--- src/rtl/egy_pkg.sv ---
package egy_pkg;
  localparam int unsigned DEF_ACC_W = 45;
  localparam int unsigned DEF_LO_W  = 13;
  localparam int unsigned DEF_PWR_W = 32;
  localparam int unsigned DEF_CNT_W = 16;

  typedef enum logic {
    WSEL_LO = 1'b0,
    WSEL_HI = 1'b1
  } word_sel_e;
endpackage

--- src/rtl/egy_interval_timer.sv ---
module egy_interval_timer #(
  parameter int unsigned CNT_W = egy_pkg::DEF_CNT_W
) (
  input  logic             clk,
  input  logic             rst_n,
  input  logic             run,
  input  logic             unit_stb,
  input  logic [CNT_W-1:0] intvl,
  output logic             evt
);
  logic [CNT_W-1:0] cnt_q;

  assign evt = run && unit_stb && (cnt_q >= intvl);

  always_ff @(posedge clk or negedge rst_n) begin
    if (!rst_n) begin
      cnt_q <= '0;
    end else if (!run) begin
      cnt_q <= '0;
    end else if (unit_stb) begin
      cnt_q <= evt ? '0 : cnt_q + 1'b1;
    end
  end
endmodule

--- src/rtl/egy_interval_sum.sv ---
module egy_interval_sum #(
  parameter int unsigned ACC_W = egy_pkg::DEF_ACC_W,
  parameter int unsigned PWR_W = egy_pkg::DEF_PWR_W
) (
  input  logic             clk,
  input  logic             rst_n,
  input  logic             run,
  input  logic             smp_stb,
  input  logic [PWR_W-1:0] pwr_smp,
  input  logic             evt,
  output logic [ACC_W-1:0] sum_q,
  output logic             ovf_evt
);
  localparam int unsigned EXT_W = ACC_W - PWR_W;

  function automatic logic [ACC_W-1:0] sext(input logic [PWR_W-1:0] p);
    return {{EXT_W{p[PWR_W-1]}}, p};
  endfunction

  function automatic logic add_ovf(input logic [ACC_W-1:0] a,
                                   input logic [ACC_W-1:0] b);
    logic [ACC_W-1:0] s;
    s = a + b;
    return (a[ACC_W-1] == b[ACC_W-1]) && (s[ACC_W-1] != a[ACC_W-1]);
  endfunction

  logic [ACC_W-1:0] smp_ext;
  assign smp_ext = sext(pwr_smp);
  assign ovf_evt = run && smp_stb && !evt && add_ovf(sum_q, smp_ext);

  always_ff @(posedge clk or negedge rst_n) begin
    if (!rst_n) begin
      sum_q <= '0;
    end else if (!run) begin
      sum_q <= '0;
    end else if (evt) begin
      sum_q <= smp_stb ? smp_ext : '0;
    end else if (smp_stb) begin
      sum_q <= sum_q + smp_ext;
    end
  end
endmodule

--- src/rtl/egy_user_reg.sv ---
module egy_user_reg #(
  parameter int unsigned ACC_W = egy_pkg::DEF_ACC_W,
  parameter int unsigned LO_W  = egy_pkg::DEF_LO_W,
  parameter int unsigned PWR_W = egy_pkg::DEF_PWR_W
) (
  input  logic             clk,
  input  logic             rst_n,
  input  logic             clr_hi,
  input  logic             acc_add,
  input  logic [PWR_W-1:0] pwr_smp,
  input  logic             load_evt,
  input  logic [ACC_W-1:0] load_val,
  output logic [ACC_W-1:0] user_q,
  output logic             ovf_evt
);
  localparam int unsigned HI_W  = ACC_W - LO_W;
  localparam int unsigned EXT_W = ACC_W - PWR_W;

  function automatic logic [ACC_W-1:0] sext(input logic [PWR_W-1:0] p);
    return {{EXT_W{p[PWR_W-1]}}, p};
  endfunction

  function automatic logic add_ovf(input logic [ACC_W-1:0] a,
                                   input logic [ACC_W-1:0] b);
    logic [ACC_W-1:0] s;
    s = a + b;
    return (a[ACC_W-1] == b[ACC_W-1]) && (s[ACC_W-1] != a[ACC_W-1]);
  endfunction

  logic [ACC_W-1:0] base;
  logic [ACC_W-1:0] smp_ext;

  assign base    = clr_hi ? {{HI_W{1'b0}}, user_q[LO_W-1:0]} : user_q;
  assign smp_ext = sext(pwr_smp);
  assign ovf_evt = !load_evt && acc_add && add_ovf(base, smp_ext);

  always_ff @(posedge clk or negedge rst_n) begin
    if (!rst_n) begin
      user_q <= '0;
    end else if (load_evt) begin
      user_q <= load_val;
    end else if (acc_add) begin
      user_q <= base + smp_ext;
    end else if (clr_hi) begin
      user_q <= base;
    end
  end
endmodule

--- src/rtl/egy_split_accum.sv ---
module egy_split_accum #(
  parameter int unsigned ACC_W = egy_pkg::DEF_ACC_W,
  parameter int unsigned LO_W  = egy_pkg::DEF_LO_W,
  parameter int unsigned PWR_W = egy_pkg::DEF_PWR_W,
  parameter int unsigned CNT_W = egy_pkg::DEF_CNT_W,
  localparam int unsigned HI_W = ACC_W - LO_W
) (
  input  logic             clk,
  input  logic             rst_n,
  input  logic             smp_stb,
  input  logic             hcyc_stb,
  input  logic [PWR_W-1:0] pwr_smp,
  input  logic             cfg_en,
  input  logic             cfg_load,
  input  logic             cfg_tmr,
  input  logic             cfg_rdclr,
  input  logic [CNT_W-1:0] cfg_intvl,
  input  logic             rd_stb,
  input  logic             rd_sel,
  output logic [HI_W-1:0]  hi_word,
  output logic [LO_W-1:0]  lo_word,
  output logic             rdy,
  output logic             ovf
);
  // named internal events, observed by the bound checker
  logic             run;
  logic             unit_stb;
  logic             load_evt;
  logic             clr_hi;
  logic             acc_add;
  logic             sum_ovf;
  logic             usr_ovf;
  logic [ACC_W-1:0] isum;
  logic [ACC_W-1:0] user_q;
  logic             rdy_q;
  logic             ovf_q;

  assign run      = cfg_en && cfg_load;
  assign unit_stb = cfg_tmr ? hcyc_stb : smp_stb;
  assign clr_hi   = rd_stb && (rd_sel == egy_pkg::WSEL_HI) && cfg_rdclr;
  assign acc_add  = cfg_en && !cfg_load && smp_stb;

  egy_interval_timer #(.CNT_W(CNT_W)) u_timer (
    .clk      (clk),
    .rst_n    (rst_n),
    .run      (run),
    .unit_stb (unit_stb),
    .intvl    (cfg_intvl),
    .evt      (load_evt)
  );

  egy_interval_sum #(.ACC_W(ACC_W), .PWR_W(PWR_W)) u_isum (
    .clk     (clk),
    .rst_n   (rst_n),
    .run     (run),
    .smp_stb (smp_stb),
    .pwr_smp (pwr_smp),
    .evt     (load_evt),
    .sum_q   (isum),
    .ovf_evt (sum_ovf)
  );

  egy_user_reg #(.ACC_W(ACC_W), .LO_W(LO_W), .PWR_W(PWR_W)) u_ureg (
    .clk      (clk),
    .rst_n    (rst_n),
    .clr_hi   (clr_hi),
    .acc_add  (acc_add),
    .pwr_smp  (pwr_smp),
    .load_evt (load_evt),
    .load_val (isum),
    .user_q   (user_q),
    .ovf_evt  (usr_ovf)
  );

  always_ff @(posedge clk or negedge rst_n) begin
    if (!rst_n) begin
      rdy_q <= 1'b0;
      ovf_q <= 1'b0;
    end else begin
      rdy_q <= load_evt;
      ovf_q <= ovf_q || sum_ovf || usr_ovf;
    end
  end

  assign hi_word = user_q[ACC_W-1:LO_W];
  assign lo_word = user_q[LO_W-1:0];
  assign rdy     = rdy_q;
  assign ovf     = ovf_q;
endmodule

--- config.mk ---
export PLATFORM = sky130hd
export DESIGN_NAME = egy_split_accum
export DESIGN_NICKNAME = d
export VERILOG_FILES = /design/src/rtl/egy_pkg.sv /design/src/rtl/egy_interval_timer.sv /design/src/rtl/egy_interval_sum.sv /design/src/rtl/egy_user_reg.sv /design/src/rtl/egy_split_accum.sv
export SDC_FILE = /design/constraint.sdc
export NUM_CORES = 1
export LEC_CHECK = 0
export BUFFER_PORTS_ARGS = -buffer_cell sky130_fd_sc_hd__buf_2
export CORE_ASPECT_RATIO = 0.5
export CORE_MARGIN = 2
export CORE_UTILIZATION = 55
export DETAILED_ROUTE_END_ITERATION = 16
export HOLD_SLACK_MARGIN = 0.02
export PLACE_DENSITY_LB_ADDON = 0.2
export SETUP_SLACK_MARGIN = 0.15
export SLEW_MARGIN = 10
export SYNTH_ARGS = -nofsm -noshare
export SYNTH_HDL_FRONTEND = slang
export SYNTH_SLANG_ARGS = --single-unit
--- constraint.sdc ---
create_clock -name clk -period 2.7 [get_ports clk]
set_input_delay 0.675 -clock clk [delete_from_list [all_inputs] [get_ports clk]]
set_output_delay 0.675 -clock clk [all_outputs]
set_load 0.005 [all_outputs]
==> results of run 1 <==
[Yosys cell counts, types with 5 or more instances]
cell	count	area, sq um
a211oi_1	13	97.6
a21o_1	43	323
a21oi_1	130	651
a221o_1	16	160
a221oi_1	6	52.6
a22o_1	17	149
a22oi_1	24	180
a311oi_1	7	61.3
a31oi_1	17	106
and2_1	39	244
and3_1	23	144
buf_2	24	120
clkbuf_1	48	180
dfrtp_1	108	2700
ha_1	105	1310
inv_1	46	173
nand2_1	140	526
nand2b_1	14	87.6
nand3_1	39	195
nand3b_1	8	60.1
nand4_1	26	163
nor2_1	83	312
nor2b_1	8	50.1
nor3_1	11	55.1
nor3b_1	5	37.5
o211ai_1	13	97.6
o21a_1	8	60.1
o21ai_0	115	576
o21ai_1	9	45.0
o21bai_1	18	135
o221ai_1	7	61.3
xnor2_1	55	482
xor2_1	23	201
[cells by family after synthesis]
group                    Yosys count  synth area share [%]
buffers and inverters            124                  4.69
AO/OA/AOI/OAI                    490                  30.9
adder cells (fa/ha/maj)          107                  12.7
multiplexers                       2                 0.188
AND/OR/NAND/NOR                  424                  19.6
XOR/XNOR                          78                  6.42
flip-flops                       108                  25.4
[repair_timing]
| item | CTS |
|---|---|
| cloned | 6 |
| setup buffers | 70 |
| resized for setup | 247 |
| pin swaps | 140 |
| setup endpoints to repair | 95 |
[stage by stage]
stage	utilization [%]	hold slack, ns	area, sq um	worst slack [ns]
after floorplan	-	0.379	11500	-0.436
after global placement	81.1	0.522	15100	-0.909
after detailed placement	81.1	0.525	15100	-1.00
after CTS	91.9	0.271	17100	-0.402
==> results_dict.tcl, run 1 <==
set metrics [dict create \
    yosys_warnings 0 \
    endpoint_type "register data pin" \
    cts_max_level 3 \
    haltStage "5_1_grt" \
    cts_sinks 108 \
    error "[ERROR DPL-0038] Utilization greater than 100%, impossible to legalize" \
    synth_edf_count 0 \
    placed_cells 2046 \
    clk_path_buf_depth 2 \
    syn_area_sq_mm 0.0106 \
    die_y_um 102 \
    synth_cell_types 84 \
    io_pins 105 \
    postSynthAreaPerCell_sq_um 7.98 \
    grt_start_max_net_pins 43 \
    portBuffers 104 \
    cts_buffers 9 \
    status "did not finish" \
    seq_area_frac_synth_pct 25.4 \
    fp.dieW_um 201 \
    cts_hold_buf 0 \
    cts_root_buffer "clkbuf_16" \
    crit_endpoint "u_ureg.user_q[39]$_DFFE_PN0P_/D" \
    place_congestion 0.970 \
    dp_hpwl_mm 30.8 \
    syn_nets 1498 \
    synth-seq-cells 108 \
    synth_ff_type "dfrtp_1" \
    syn_inst 1333 \
    initial_core_util_pct 57.0 \
    num_rows 35 \
    ys_async_sr_fraction_pct 100 \
]
==> run 2: changes to the inputs <==
CORE_ASPECT_RATIO = default   (was 0.5)
CORE_UTILIZATION = 40   (was 55)
HOLD_SLACK_MARGIN = default   (was 0.02)
PLACE_DENSITY_LB_ADDON = 0.15   (was 0.2)
SETUP_SLACK_MARGIN = default   (was 0.15)
clock period = 3.5 ns   (was 2.7 ns; I/O delays follow)
==> results_dict.tcl, run 2 <==
set metrics [dict create \
    initial_core_util_pct 40.8 \
    dp_hpwl_mm 30.8 \
    placed_cells 1959 \
    critical_path_class "primary input to flip-flop" \
    hold_slack_ns 0.439 \
    drv_cap 0 \
    hold_viol_final 0 \
    yosys_warnings 0 \
    drt_pass1_iterations 6 \
    grt_pass1_wl_mm 60.8 \
    synthMostInstantiatedCell "nand2_1" \
    synth_cell_types 84 \
    cts_sinks 108 \
    worst_ep_required_time_ns 3.73 \
    synth-seq-cells 108 \
    coreArea_sq_mm 0.0261 \
    vias 11500 \
    ys_async_sr_fraction_pct 100 \
    max_freq_mhz 292 \
    crit_buf_inv 3 \
    num_rows 59 \
    timing.final.ws_setup_ns 0.0718 \
    multi_input_area_sq_mm 0.00774 \
    drtAntennaViolNets 0 \
    layout_commonest_cell "buf_4" \
    wl_mm 39.1 \
    postSynthAreaPerCell_sq_um 7.98 \
    grt_pass1_vias 11100 \
    grt_start_max_net_pins 70 \
    fp.dieW_um 167 \
    yosys-top-cells-area "dfrtp_1, ha_1, a21oi_1" \
    fin_setup_tns_ns 0 \
    area_delta_synth_final_pct 31.3 \
    syn_inst 1333 \
    fillers 2493 \
    synth_edf_count 0 \
    fin_crit_sh_pct 97.9 \
    syn_nets 1498 \
    slowest_stage "fa_2" \
    rsz0062_at_grt "true" \
    wl_per_cell_um 19.8 \
    die_y_um 167 \
    io_pins 105 \
    seqCellArea_sq_mm 0.00270 \
    cts_hold_buf 0 \
    final_cell_count_no_fill 1977 \
    finalNetCount 1802 \
    final_cell_mix "buf_4, nand2_1, a21oi_1" \
    cp-start-kind "primary input" \
    place_congestion 0.967 \
    crit_path_max_incr_delay_ns 0.41 \
    slew_headroom_pct 47.6 \
    clk_path_buf_depth 2 \
    crit_arrival_ns 3.66 \
    drv_slew 0 \
    routed_via_density 5.83 \
    worst-slew-pin-transition_ns 0.785 \
    seq_area_frac_synth_pct 25.4 \
    wl_met1_mm 17.8 \
    ir_drop_uv 351 \
    stdcell_area_sq_mm 0.0140 \
    power.total_mw 7.65 \
    cts_buffers 9 \
    period_minus_slack_ns 3.43 \
    n_antenna_cell 0 \
    fin_util_pct 53.6 \
    status "complete, no violations" \
    clk_latency_ns 0.37 \
    yosys-top-cells-count "nand2_1, a21oi_1, o21ai_0" \
    top_layer "met4" \
    crit_path_end_kind "flip-flop" \
    tritoncts "built" \
    path_cells "buf_8, ha_4, fa_2, a211oi_2, o211ai_1, a211oi_2, buf_4, and4bb_2, o2111ai_2, a21boi_2, o311ai_2, buf_4, mux2i_1, o21ai_1" \
    drc 0 \
    grt_usage_pct 27.4 \
    portBuffers 104 \
    antenna_found_initial 0 \
    placed_area_sq_mm 0.0134 \
    synth_top_cell_by_area "dfrtp_1" \
    route.met3.wl_mm 2.61 \
    cts_max_level 3 \
    yosysTopAreaCellShare_pct 25.4 \
    grt-ovfl-total 0 \
    hold_class "primary input to async pin" \
    reg.largest.list "u_isum.sum_q (45), u_ureg.user_q (45), u_timer.cnt_q (16)" \
    place_ws_ns -0.489 \
    clk_pin_slew_ns 0.08 \
    setup_violations 0 \
    cp_max_fo 3 \
    power_density_mw_per_mm2 548 \
    crit_family "compound AO/OA/AOI/OAI gates" \
    synth_ff_type "dfrtp_1" \
    dr_wl_met2_mm 17.9 \
    dieArea_sq_mm 0.0279 \
    clock_skew_ns 0.0139 \
    syn_area_sq_mm 0.0106 \
    layout-drive-gt1-share_pct 27.8 \
    p_leak_nw 6.80 \
    drt_iter0_markers 1010 \
    cts_root_buffer "clkbuf_16" \
]
run 2: worst paths after layout:
| check | startpoint | end | slack [ns] | cells after the start |
|---|---|---|---|---|
| worst max-delay path | pwr_smp[0] | u_ureg.user_q[38] | 0.07 | 14 |
| worst min-delay path | rst_n | u_ureg.user_q[40] | 0.44 | 1 |
| worst max register to register | u_ureg.user_q[0] | u_ureg.user_q[38] | 0.20 | 13 |
| worst min register to register | u_timer.cnt_q[9] | u_timer.cnt_q[9] | 0.54 | 1 |
| max in group asynchronous | rst_n | u_ureg.user_q[21] | 2.35 | 2 |
| min in group clk | u_timer.cnt_q[9] | u_timer.cnt_q[9] | 0.54 | 1 |
run 2: power by group:
group / switching, mW / internal, mW / total, mW
clock: 0.552 / 0.568 / 1.12
combinational: 2.45 / 2.34 / 4.79
sequential: 0.241 / 1.50 / 1.74
total: 3.24 / 4.41 / 7.65
run 2: layer usage:
layer,vias to the layer above,global-route usage (%)
met2,399,44.9
met5,-,0
met1,5517,37.6
met4,0,7.05
met3,59,4.44
li1,5554,-
run 2: cell families (layout without fill, tap and decap cells):
group                    count (synthesis)  count (layout)  synth area share, %
AO/OA/AOI/OAI                          490             490                 30.9
multiplexers                             2               2                0.188
flip-flops                             108             108                 25.4
adder cells (fa/ha/maj)                107             107                 12.7
AND/OR/NAND/NOR                        424             424                 19.6
buffers and inverters                  124             433                 4.69
XOR/XNOR                                78              78                 6.42
run 2: final cells by class:
cell class	count	share of cell area (%)
Sequential cell	108	19.4
Multi-Input combinational cell	1101	55.5
Clock inverter	7	0.574
Tap cell	335	3.00
Inverter	47	1.26
Timing Repair Buffer	370	18.7
Clock buffer	9	1.61
run 2: timing repair:
item	in CTS	in global routing
gates resized for setup	5	58
buffers inserted	0	2
endpoints found under the setup margin	5	22
pin swaps	4	18
Note: power is estimated with default switching activity, not from simulation.
